<file path="src/rtl/cpc_pkg.sv">
package cpc_pkg;
  localparam int OP_W  = 8;
  localparam int CNT_W = 16;
  localparam logic [OP_W-1:0] OP_HALT = 8'h01;
  localparam logic [OP_W-1:0] OP_NOP  = 8'h0A;
endpackage

</file>
<file path="src/rtl/cpc_opdecode.sv">
module cpc_opdecode
  import cpc_pkg::*;
(
  input  logic [OP_W-1:0] opcode,
  input  logic            valid,
  output logic            halt_hit,
  output logic            nop_hit
);
  always_comb begin
    halt_hit = valid && (opcode == OP_HALT);
    nop_hit  = valid && (opcode == OP_NOP);
  end
endmodule

</file>
<file path="src/rtl/cpc_halt_latch.sv">
module cpc_halt_latch (
  input  logic clk,
  input  logic rst,
  input  logic halt_hit,
  output logic halted
);
  always_ff @(posedge clk) begin
    if (rst)           halted <= 1'b0;
    else if (halt_hit) halted <= 1'b1;
  end


  sticky_halt_chk: assert property (@(posedge clk) disable iff (rst)
    halted |=> halted);


  halt_set_chk: assert property (@(posedge clk) disable iff (rst)
    halt_hit |=> halted);
endmodule

</file>
<file path="src/rtl/cpc_tick_counter.sv">
module cpc_tick_counter #(
  parameter int WIDTH = 16
) (
  input  logic             clk,
  input  logic             rst,
  input  logic             run,
  output logic [WIDTH-1:0] cnt
);
  localparam logic [WIDTH-1:0] ONE = WIDTH'(1);

  always_ff @(posedge clk) begin
    if (rst)      cnt <= '0;
    else if (run) cnt <= cnt + ONE;
  end


  cnt_clear_chk: assert property (@(posedge clk) rst |=> (cnt == '0));


  cnt_step_chk: assert property (@(posedge clk) disable iff (rst)
    run |=> (cnt == $past(cnt) + ONE));


  cnt_hold_chk: assert property (@(posedge clk) disable iff (rst)
    !run |=> $stable(cnt));
endmodule

</file>
<file path="src/rtl/cyc_perf_counter.sv">
module cyc_perf_counter
  import cpc_pkg::*;
(
  input  logic             clk,
  input  logic             rst,
  input  logic [OP_W-1:0]  dec_opcode,
  input  logic             dec_valid,
  input  logic             disp_sel,
  output logic [CNT_W-1:0] cycle_count,
  output logic             halted,
  output logic             disp_show
);
  logic halt_hit;
  logic nop_hit;
  logic run;

  cpc_opdecode u_dec (
    .opcode   (dec_opcode),
    .valid    (dec_valid),
    .halt_hit (halt_hit),
    .nop_hit  (nop_hit)
  );

  cpc_halt_latch u_halt (
    .clk      (clk),
    .rst      (rst),
    .halt_hit (halt_hit),
    .halted   (halted)
  );

  assign run = !halted && !halt_hit;

  cpc_tick_counter #(.WIDTH(CNT_W)) u_cnt (
    .clk (clk),
    .rst (rst),
    .run (run),
    .cnt (cycle_count)
  );

  assign disp_show = disp_sel;


  nop_runs_chk: assert property (@(posedge clk) disable iff (rst)
    (nop_hit && !halted) |=> (!halted && cycle_count == $past(cycle_count) + CNT_W'(1)));


  halt_freeze_chk: assert property (@(posedge clk) disable iff (rst)
    (halt_hit && !halted) |=> $stable(cycle_count));


  invalid_ignored_chk: assert property (@(posedge clk) disable iff (rst)
    (!dec_valid && !halted) |=> !halted);
endmodule

</file>
<file path="config.mk">
export PLATFORM = sky130hd
export DESIGN_NAME = cyc_perf_counter
export DESIGN_NICKNAME = d
export VERILOG_FILES = /design/src/rtl/cpc_pkg.sv /design/src/rtl/cpc_opdecode.sv /design/src/rtl/cpc_halt_latch.sv /design/src/rtl/cpc_tick_counter.sv /design/src/rtl/cyc_perf_counter.sv
export SDC_FILE = /design/constraint.sdc
export NUM_CORES = 1
export LEC_CHECK = 0
export CAP_MARGIN = 40
export CORE_MARGIN = 5
export CORE_UTILIZATION = 46
export DETAILED_ROUTE_END_ITERATION = 7
export PLACE_DENSITY = 0.83
export SLEW_MARGIN = 10
export SYNTH_ARGS = -nofsm -noshare
export SYNTH_HDL_FRONTEND = slang
export SYNTH_SLANG_ARGS = --single-unit
</file>
<file path="constraint.sdc">
create_clock -name clk -period 2.9 [get_ports clk]
set_input_delay 0.29 -clock clk [delete_from_list [all_inputs] [get_ports clk]]
set_output_delay 0.29 -clock clk [all_outputs]
set_load 0.02 [all_outputs]
</file>
==> flow_summary_export.csv <==
group,metric,value,unit
clock_network,post-cts-setup-buffer-count,0,
setup_path,rr_worst_depth,4,
grt,use_met3,3.70,%
grt,grt_overflow_total,0,
setup_path,max_stage_delay,0.63,ns
sta,rsz0062_at_grt,"no",
routing,dr.pass1.iters,4,
grt,grt_max_degree,32,
floorplanning,die_h,52.2,µm
setup_path,cp_slowest_cell,"or4_1",
layout,post_route_cells_drive_above_1_share,4.24,%
setup_path,cp-end-kind,"flip-flop",
setup_path,path_depth,5,
yosys,synth_top_area_cell,"dfxtp_1",
yosys,synth_top_area_share,41.5,%
yosys,synth_fp_nets,107,
sta,setup_viol,0,
floorplanning,rows,15,
grt,grt_pass1_wl,3000,µm
layout,final_common_cell,"clkdlybuf4s50_1",
clock_network,htree_levels,1,
placed_design,post-place-ws,0.702,ns
clock_network,clockBufferDepth,2,
sta,max_freq,0.521,GHz
grt,globalRouteMet2Util,25.5,%
layout,multiInputGateArea,429,µm²
layout,register_area,340,µm²
sta,slew_headroom,43.2,%
placed_design,gp_congestion,0.784,
routing,routed_wl,1880,µm
floorplanning,fp.dieW,52.2,µm
yosys,ys_seq_area_share,41.5,%
routing,drt_iter0_drc,9,
grt,busiest_layer,"met2",
flow_run,drv_cap,0,
yosys,synth.distinct_cells,28,
sta,fin_crit_sh,66.1,%
grt,grt_pass1_vias,675,
power,power_density,364,mW/mm²
routing,routedWlPerCell,13.1,µm
yosys,syn_inst,94,
hold_path,hold_class,"flip-flop to flip-flop",
yosys,syn_area_per_cell,8.73,µm²
setup_path,cp_top_family,"simple AND/OR/NAND/NOR gates",
setup_path,r2r_slack,1.23,ns
floorplanning,start_util,48.1,%
floorplanning,die_area,0.00273,mm²
sta,drv_slew,0,
layout,nFillCells,145,
clock_network,ctsResizeCount,0,
routing,vias,812,
clock_network,path_clk_slew,0.09,ns
grt,met1_usage,17.0,%
clock_network,cts_made_buffers,3,
power,ir_worst_vdd,0.231,mV
setup_path,critPathLaunch,"dec_opcode[0]",
yosys,synth-seq-cells,17,
clock_network,cts_root_buf,"clkbuf_4",
grt,grtUsageTotal,14.3,%
sta,worst_pin_slew,0.851,ns
placed_design,portBuffers,27,
setup_path,path_buf_inv,1,
yosys,synthTopCellsByArea,"dfxtp_1 (41%), a21oi_1 (7.9%), o31ai_1 (7.3%), or4_1 (7.3%), or3_1 (3.8%)",
layout,final_cell_mix,"clkdlybuf4s50_1 (27), dfxtp_1 (17), a21oi_1 (13), o31ai_1 (8), or4_1 (8)",
placed_design,dpl.hpwl,1330,µm
power,power.leakage,0.357,nW
floorplanning,ios,30,
clock_network,cts_tree,"done",
clock_network,postCtsHoldBufs,0,
grt,antenna_found_initial,0,
setup_path,endpoint,"u_cnt.cnt[5]",
floorplanning,core_area,0.00171,mm²
setup_path,critical_path.reg2reg.endpoint,"u_cnt.cnt[12]",
layout,layout.nets,132,
sta,fin_tns_setup,0,ns
setup_path,cp_cell_sequence,"clkdlybuf4s50_1 > nor3b_1 > a41o_1 > or4_1 > a21oi_1",
routing,viasPerCell,5.68,
layout,areaGrowthSynthToFinish,35.1,%
setup_path,cp-start-kind,"primary input",
yosys,yosys_warnings,0,
clock_network,clock_sinks,17,
outcome,status,"completed",
sta,final.setup.worst_slack,0.982,ns
setup_path,worstPathMaxFanout,31,
sta,skew,0.00413,ns
setup_path,criticalPathCategory,"primary input to flip-flop",
setup_path,worst_ep_required_time,3.10,ns
clock_network,clk_latency,0.28,ns
routing,route.detailed.drc,0,
yosys,synth_area,821,µm²
setup_path,reg2reg_from,"u_cnt.cnt[0]",
layout,n_antenna_cell,0,
sta,hold_violations,0,
setup_path,arrival,2.12,ns
routing,ant_nets,0,
sta,post-route-min-period,1.92,ns
[cell families (layout without fill, tap and decap cells)]
group / Yosys count / in the layout / synth area share, %
adder cells (fa/ha/maj): 1 / 1 / 1.52
multiplexers: 1 / 1 / 1.22
buffers and inverters: 10 / 34 / 6.25
AND/OR/NAND/NOR: 35 / 35 / 26.7
AO/OA/AOI/OAI: 29 / 29 / 21.8
XOR/XNOR: 1 / 1 / 1.07
flip-flops: 17 / 17 / 41.5
[flip-flops by register name (all words and copies together) (netlist names)]
signal         count
u_cnt.cnt         16
u_halt.halted      1
[routing by layer]
layer / vias to the layer above / part of all wire (%) / wire (µm)
li1: 409 / - / -
met1: 379 / 45 / 844
met2: 22 / 48 / 908
met3: 2 / 6.3 / 119
met4: 0 / 0.43 / 8
met5: - / 0 / 0
[cell type report]
cell class                 count  share of cell area (%)
multi-input combinational     67                    38.7
timing repair buffer          27                    24.4
sequential                    17                    30.7
clock buffer                   4                    2.37
inverter                       3                    1.02
tap                           25                    2.82
[cell usage after synthesis (all sizes together)]
cell and n:
mux2i 1, a21oi 13, o21ba 1, o31ai 8, xor2 1, or4 8
nor2b 1, nand3 6, and3 1, nor4 2, ha 1, o21ai 5
or3 5, and4 2, clkbuf 2, inv 3, o31a 1, nor3b 1
buf 5, a41o 1, dfxtp 17, nand4 3, nor2 2, nand2 4
[report_power, final]
group / total (W) / switching [W] / internal (W)
clock: 0.000123 / 0.0000698 / 0.0000532
sequential: 0.000243 / 0.00000565 / 0.000237
combinational: 0.0000375 / 0.0000153 / 0.0000222
total: 0.000403 / 0.0000907 / 0.000312
[how the worst min path moves through the flow]
stage                             start            end  cells after the start
final                     u_cnt.cnt[15]  u_cnt.cnt[15]                      2
after global routing      u_cnt.cnt[15]  u_cnt.cnt[15]                      2
after CTS                 u_cnt.cnt[15]  u_cnt.cnt[15]                      2
after detailed placement  u_cnt.cnt[15]  u_cnt.cnt[15]                      2
after global placement    u_cnt.cnt[15]  u_cnt.cnt[15]                      2
after floorplan           u_cnt.cnt[15]  u_cnt.cnt[15]                      2
[stage by stage]
step	area (µm²)	utilization [%]	total power, W	hold slack, ns	cells
floorplan	821	-	0.000265	0.551	94
global placement	1080	63.4	0.000285	0.462	139
detailed placement	1080	63.4	0.000286	0.479	139
CTS	1110	64.9	0.000406	0.495	143
global route	1110	64.9	0.000419	0.514	143
finish	1110	64.9	0.000403	0.502	143
[worst min-delay path, delay by kind of cell (launching register included)]
family | cells | cell delay, ns
flip-flops | 1 | 0.34
AO/OA/AOI/OAI | 2 | 0.13
(Power assumes the default switching activity.)
